File: src/rtl/dma_norm_pkg.sv
package dma_norm_pkg;
  typedef enum logic [1:0] {
    STEP_HOLD = 2'b00,
    STEP_UP   = 2'b01,
    STEP_DOWN = 2'b10,
    STEP_KEEP = 2'b11
  } step_e;

  typedef enum logic [1:0] {
    ST_IDLE,
    ST_READ,
    ST_WRITE
  } xfer_st_e;

  localparam logic [1:0] REG_SRC = 2'd0;
  localparam logic [1:0] REG_DST = 2'd1;
  localparam logic [1:0] REG_CNT = 2'd2;
  localparam logic [1:0] REG_CTL = 2'd3;
endpackage

File: src/rtl/dma_addr_step.sv
module dma_addr_step
  import dma_norm_pkg::*;
#(
  parameter int unsigned AW = 24
) (
  input  logic [AW-1:0] addr_i,
  input  step_e         mode_i,
  input  logic          word_i,
  output logic [AW-1:0] addr_o
);
  logic [AW-1:0] delta;
  assign delta = word_i ? AW'(2) : AW'(1);

  always_comb begin
    case (mode_i)
      STEP_UP:   addr_o = addr_i + delta;
      STEP_DOWN: addr_o = addr_i - delta;
      default:   addr_o = addr_i;
    endcase
  end
endmodule

File: src/rtl/dma_xfer_fsm.sv
module dma_xfer_fsm
  import dma_norm_pkg::*;
(
  input  logic clk_i,
  input  logic rst_ni,
  input  logic start_i,
  input  logic ready_i,
  output logic req_o,
  output logic we_o,
  output logic capture_o,
  output logic done_o,
  output logic idle_o
);
  xfer_st_e st_q, st_d;

  always_comb begin
    st_d = st_q;
    case (st_q)
      ST_IDLE:  if (start_i) st_d = ST_READ;
      ST_READ:  if (ready_i) st_d = ST_WRITE;
      ST_WRITE: if (ready_i) st_d = ST_IDLE;
      default:  st_d = ST_IDLE;
    endcase
  end

  always_ff @(posedge clk_i or negedge rst_ni) begin
    if (!rst_ni) st_q <= ST_IDLE;
    else         st_q <= st_d;
  end

  assign idle_o    = (st_q == ST_IDLE);
  assign req_o     = !idle_o;
  assign we_o      = (st_q == ST_WRITE);
  assign capture_o = (st_q == ST_READ) && ready_i;
  assign done_o    = (st_q == ST_WRITE) && ready_i;
endmodule

File: src/rtl/dma_norm_chan.sv
module dma_norm_chan
  import dma_norm_pkg::*;
#(
  parameter int unsigned AW = 24,
  parameter int unsigned CW = 16,
  parameter int unsigned DW = 16
) (
  input  logic          clk_i,
  input  logic          rst_ni,
  input  logic          cfg_we_i,
  input  logic [1:0]    cfg_addr_i,
  input  logic [AW-1:0] cfg_wdata_i,
  output logic [AW-1:0] cfg_rdata_o,
  input  logic          dreq_i,
  output logic          mem_req_o,
  output logic          mem_we_o,
  output logic          mem_size_o,
  output logic [AW-1:0] mem_addr_o,
  output logic [DW-1:0] mem_wdata_o,
  input  logic [DW-1:0] mem_rdata_i,
  input  logic          mem_ready_i,
  output logic          irq_o
);
  localparam int unsigned CTL_W = 8;

  logic [AW-1:0] src_q, dst_q, src_nx, dst_nx;
  logic [CW-1:0] cnt_q;
  logic [DW-1:0] data_q;
  logic          en_q, ie_q, word_q, irq_q;
  step_e         smode_q, dmode_q;
  logic          start, capture, done, idle;
  logic [CTL_W-1:0] ctl_rd;

  dma_addr_step #(.AW(AW)) i_src_step (
    .addr_i(src_q), .mode_i(smode_q), .word_i(word_q), .addr_o(src_nx)
  );
  dma_addr_step #(.AW(AW)) i_dst_step (
    .addr_i(dst_q), .mode_i(dmode_q), .word_i(word_q), .addr_o(dst_nx)
  );

  assign start = dreq_i && en_q && idle;

  dma_xfer_fsm i_fsm (
    .clk_i    (clk_i),
    .rst_ni   (rst_ni),
    .start_i  (start),
    .ready_i  (mem_ready_i),
    .req_o    (mem_req_o),
    .we_o     (mem_we_o),
    .capture_o(capture),
    .done_o   (done),
    .idle_o   (idle)
  );

  always_ff @(posedge clk_i or negedge rst_ni) begin
    if (!rst_ni) begin
      src_q   <= '0;
      dst_q   <= '0;
      cnt_q   <= '0;
      data_q  <= '0;
      en_q    <= 1'b0;
      ie_q    <= 1'b0;
      word_q  <= 1'b0;
      irq_q   <= 1'b0;
      smode_q <= STEP_HOLD;
      dmode_q <= STEP_HOLD;
    end else begin
      if (capture) data_q <= mem_rdata_i;
      if (done) begin
        src_q <= src_nx;
        dst_q <= dst_nx;
        cnt_q <= cnt_q - CW'(1);
        if (cnt_q == CW'(1)) begin
          en_q <= 1'b0;
          if (ie_q) irq_q <= 1'b1;
        end
      end
      // software write takes precedence over a same-cycle update
      if (cfg_we_i) begin
        case (cfg_addr_i)
          REG_SRC: src_q <= cfg_wdata_i;
          REG_DST: dst_q <= cfg_wdata_i;
          REG_CNT: cnt_q <= cfg_wdata_i[CW-1:0];
          default: begin
            en_q    <= cfg_wdata_i[0];
            ie_q    <= cfg_wdata_i[1];
            word_q  <= cfg_wdata_i[2];
            smode_q <= step_e'(cfg_wdata_i[4:3]);
            dmode_q <= step_e'(cfg_wdata_i[6:5]);
            if (cfg_wdata_i[0] || cfg_wdata_i[7]) irq_q <= 1'b0;
          end
        endcase
      end
    end
  end

  assign ctl_rd = {irq_q, dmode_q, smode_q, word_q, ie_q, en_q};

  always_comb begin
    case (cfg_addr_i)
      REG_SRC: cfg_rdata_o = src_q;
      REG_DST: cfg_rdata_o = dst_q;
      REG_CNT: cfg_rdata_o = AW'(cnt_q);
      default: cfg_rdata_o = AW'(ctl_rd);
    endcase
  end

  assign mem_addr_o  = mem_we_o ? dst_q : src_q;
  assign mem_size_o  = word_q;
  assign mem_wdata_o = data_q;
  assign irq_o       = irq_q;
endmodule

File: config.mk
export PLATFORM = sky130hd
export DESIGN_NAME = dma_norm_chan
export DESIGN_NICKNAME = d
export VERILOG_FILES = /design/src/rtl/dma_norm_pkg.sv /design/src/rtl/dma_addr_step.sv /design/src/rtl/dma_xfer_fsm.sv /design/src/rtl/dma_norm_chan.sv
export SDC_FILE = /design/constraint.sdc
export NUM_CORES = 1
export LEC_CHECK = 0
export ABC_AREA = 1
export BUFFER_PORTS_ARGS = -buffer_cell sky130_fd_sc_hd__clkbuf_2
export CAP_MARGIN = 20
export CORE_MARGIN = 8
export CORE_UTILIZATION = 54
export DETAILED_ROUTE_END_ITERATION = 7
export PLACE_DENSITY = 0.84
export SLEW_MARGIN = 5
export SYNTH_ARGS = -nofsm -noshare
export SYNTH_HDL_FRONTEND = slang
export SYNTH_HIERARCHICAL = 1
export SYNTH_SLANG_ARGS = --single-unit
File: constraint.sdc
create_clock -name clk_i -period 2.55 [get_ports clk_i]
set_input_delay 0 -clock clk_i [delete_from_list [all_inputs] [get_ports clk_i]]
set_output_delay 0 -clock clk_i [all_outputs]
set_load 0.02 [all_outputs]
==> flow_metrics.py <==
metrics = {
    "run_status": {
        "outcome": "finished clean",
    },
    "power": {
        "p_int_mw": 5.90,
        "p_leak_nw": 6.08,
        "power_mw": 13.2,
        "seqPwrFrac_pct": 22.1,
        "cellPowerDensity_nw_per_um2": 1120,
        "power.net_switching_mw": 7.26,
        "pwr-share-comb_pct": 68.0,
        "clockPowerShare_pct": 9.9,
        "swShare_pct": 55.2,
        "ir_worst_vdd_mv": 0.598,
    },
    "synth": {
        "yosysUniqueCellTypes": 39,
        "yosysWarnings": 6,
        "synth.net_count": 1620,
        "async_reset_ff_share_pct": 100,
        "netlist_area_um2": 9110,
        "ys_seq_area_share_pct": 24.7,
        "netlist_instances": 1561,
        "yosys-top-cells-count": "nand2_1 (570), inv_1 (218), nor2_1 (138)",
        "synth-edff-count": 0,
        "synth.top_cell.area_share_pct": 24.7,
        "synth.most_common_cell": "nand2_1",
        "synthFlopType": "dfrtp_1",
        "avgSynthCellArea_um2": 5.84,
        "synth_area_leaders": "dfrtp_1 (25%), nand2_1 (23%), inv_1 (9.0%), nand3_1 (6.7%), nor2_1 (5.7%)",
        "synth_seq_cells": 90,
        "yosysTopAreaCell": "dfrtp_1",
    },
    "worst_setup_path": {
        "rr_worst_depth": 22,
        "setup.worst_path.class": "reg -> reg",
        "end_kind": "register",
        "start_kind": "register",
        "worst-path-max-fanout": 4,
        "cp.arrival_ns": 2.75,
        "r2r_slack_ns": 0.06,
        "crit_required_ns": 2.81,
        "r2r-start": "dmode_q[0]$_DFFE_PN0P_",
        "reg2reg_to": "dst_q[17]$_DFF_PN0_",
    },
    "finish": {
        "regArea_um2": 2250,
        "drive_gt1_share_pct": 23.9,
        "layout-area-overhead-vs-synth_pct": 28.6,
        "nets": 1803,
        "fill_cells": 1378,
        "multi_input_area_um2": 6300,
        "final_util_pct": 70.9,
    },
    "timing": {
        "timing.hold.ws_ns": 0.0464,
        "clock.fmax_ghz": 0.402,
        "setup_slack_ns": 0.0599,
        "finalSetupTns_ns": 0,
        "worstMarginPinSlew_ns": 0.894,
        "fin_worst_skew_ns": 0.0145,
        "grt_setup_unrepaired": "true",
        "period_needed_ns": 2.49,
        "finalHoldViolations": 0,
        "drv_slew": 0,
        "period_share_pct": 97.6,
        "setup_violations": 0,
        "max_slew_margin_pct": 40.2,
    },
    "floorplan": {
        "rows": 47,
        "core_um2": 16500,
        "die_w_um": 146,
        "die_y_um": 146,
        "initial_utilization_pct": 55.2,
        "die-area_um2": 21300,
        "io_pins": 115,
    },
    "global_route": {
        "grt_pass1_vias": 10000,
        "grt_max_degree": 91,
        "grt_use_total_pct": 28.8,
        "grt.overflow.total": 0,
        "antenna_found_initial": 1,
        "grt_pass1_wl_um": 50700,
    },
    "placed_design": {
        "port_buffers": 114,
        "routabilityCongestion": 1.02,
        "dp_slack_ns": -0.0770,
        "hpwl_um": 23400,
    },
    "detailed_routing": {
        "drt-total-wl_um": 33400,
        "drt_pass1_iterations": 6,
        "drc_errors": 0,
        "drt-initial-drc-count": 1218,
        "ant_nets": 0,
        "vias": 11200,
        "wl_per_cell_um": 16.9,
        "post_drt_via_cell_ratio": 5.67,
    },
    "clock_tree": {
        "cts.sinks": 90,
        "cts_root_buffer": "clkbuf_16",
        "cts_tree": "built",
        "clk_latency_ns": 0.36,
        "htree_num_levels": 3,
        "clk_pin_slew_worst_paths_ns": 0.08,
        "cts_max_path_buffers": 2,
        "numCtsBuffers": 9,
    },
    "hold_path": {
        "min_from": "cfg_wdata_i[6]",
        "hold_path.class": "in -> reg",
        "holdPathEnd": "dst_q[6]$_DFF_PN0_",
        "min_path_cells": 3,
    },
    "job": {
        "drv_cap": 0,
    },
}
per-stage QoR:
stage	instances	instance area [µm²]
after floorplan	1561	9110
after global placement	1885	10000
after detailed placement	1885	10000
after CTS	1942	10700
after global routing	1969	11700
final	1969	11700
cell type report:
class	instances	area share (%)
inverter	229	7.45
tap	220	2.35
multi-input combinational	1186	53.7
timing repair inverter	1	0.0427
sequential	90	19.2
clock buffer	9	1.92
timing repair buffer	227	14.8
clock inverter	6	0.470
antenna	1	0.0214
cell usage in the layout (no fill, tap or decap), drive strengths merged:
cell type,synthesis,final
a21o,3,3
buf,33,67
o22ai,12,12
nand4,15,15
and3,1,1
a31oi,26,26
nor3,2,2
o2111ai,6,6
diode,0,1
nand3,124,124
a22oi,1,1
xor2,7,7
o21ai,128,128
xnor2,10,10
mux2,16,16
or2,3,3
fa,2,2
dlygate4sd3,0,42
inv,226,231
a21oi,57,57
nor2,164,164
clkinv,3,3
dfrtp,90,90
clkinvlp,0,2
o221ai,8,8
nand2,587,587
clkbuf,23,127
and2,2,2
ha,10,10
o21bai,2,2
kinds of logic after synthesis:
logic type	after synthesis	share of synthesized area, %
xor gates and xnor gates	17	1.80
and+or+nand+nor	898	41.1
adders and majority gates	12	1.81
DFF	90	24.7
buffers and inverters	285	13.3
muxes	16	1.98
AOI/OAI and AO/OA	243	15.2
how the worst max path moves through the flow:
stage | cells after the start | slack [ns] | endpoint | from
floorplan | 22 | 0.14 | src_q[17]$_DFF_PN0_ | smode_q[0]$_DFFE_PN0P_
global placement | 19 | -0.06 | dst_q[21]$_DFF_PN0_ | dmode_q[0]$_DFFE_PN0P_
detailed placement | 19 | -0.08 | dst_q[21]$_DFF_PN0_ | dmode_q[0]$_DFFE_PN0P_
CTS | 18 | -0.02 | dst_q[21]$_DFF_PN0_ | dmode_q[0]$_DFFE_PN0P_
global route | 22 | -0.11 | dst_q[17]$_DFF_PN0_ | dmode_q[0]$_DFFE_PN0P_
finish | 22 | 0.06 | dst_q[17]$_DFF_PN0_ | dmode_q[0]$_DFFE_PN0P_
power by group through the flow:
stage               clock [mW]  sequential [mW]  combinational (mW)
detailed placement           0             2.85                7.49
global route              1.37             3.00                9.74
floorplan                    0             2.78                5.20
global placement             0             2.82                7.39
CTS                       1.31             2.82                7.59
finish                    1.30             2.90                8.94
what timing repair did:
action / CTS / global route
gates cloned: 0 / 6
endpoints found under the hold margin: 163 / 0
setup endpoints to repair: 4 / 33
setup buffers: 0 / 20
hold buffers: 42 / 0
gates resized for setup: 5 / 197
pin swaps: 0 / 41
metal layers:
layer	global-route usage [%]	share of wire [%]	vias up
met5	0	0	-
met4	13.5	5.0	0
met3	3.20	8.5	125
met2	47.1	47	622
met1	37.3	39	5104
li1	-	-	5313
sequential cells by signal (all words and copies together) (netlist names), 2 cells and up:
| signal | cells |
|---|---|
| dst_q | 24 |
| src_q | 24 |
| cnt_q | 16 |
| mem_wdata_o | 16 |
| dmode_q | 2 |
| i_fsm/st_q | 2 |
| smode_q | 2 |
worst max-delay path: stages, from the launching register on:
cell     delay, ns
dfrtp_1       0.40
inv_2         0.10
ha_4          0.21
inv_6         0.07
nor2_4        0.16
ha_4          0.22
nand2_2       0.07
nand2_2       0.06
nand2_2       0.09
nand2_4       0.08
nand2_4       0.09
nand2_4       0.08
nand2_2       0.07
nand2_2       0.06
nand2_2       0.09
nand2_1       0.05
nand2_1       0.06
nand3_1       0.06
nand2_1       0.06
nand2_1       0.05
o21ai_1       0.08
nand2_1       0.06
o21ai_1       0.10
Note: power is estimated with default switching activity, not from simulation.
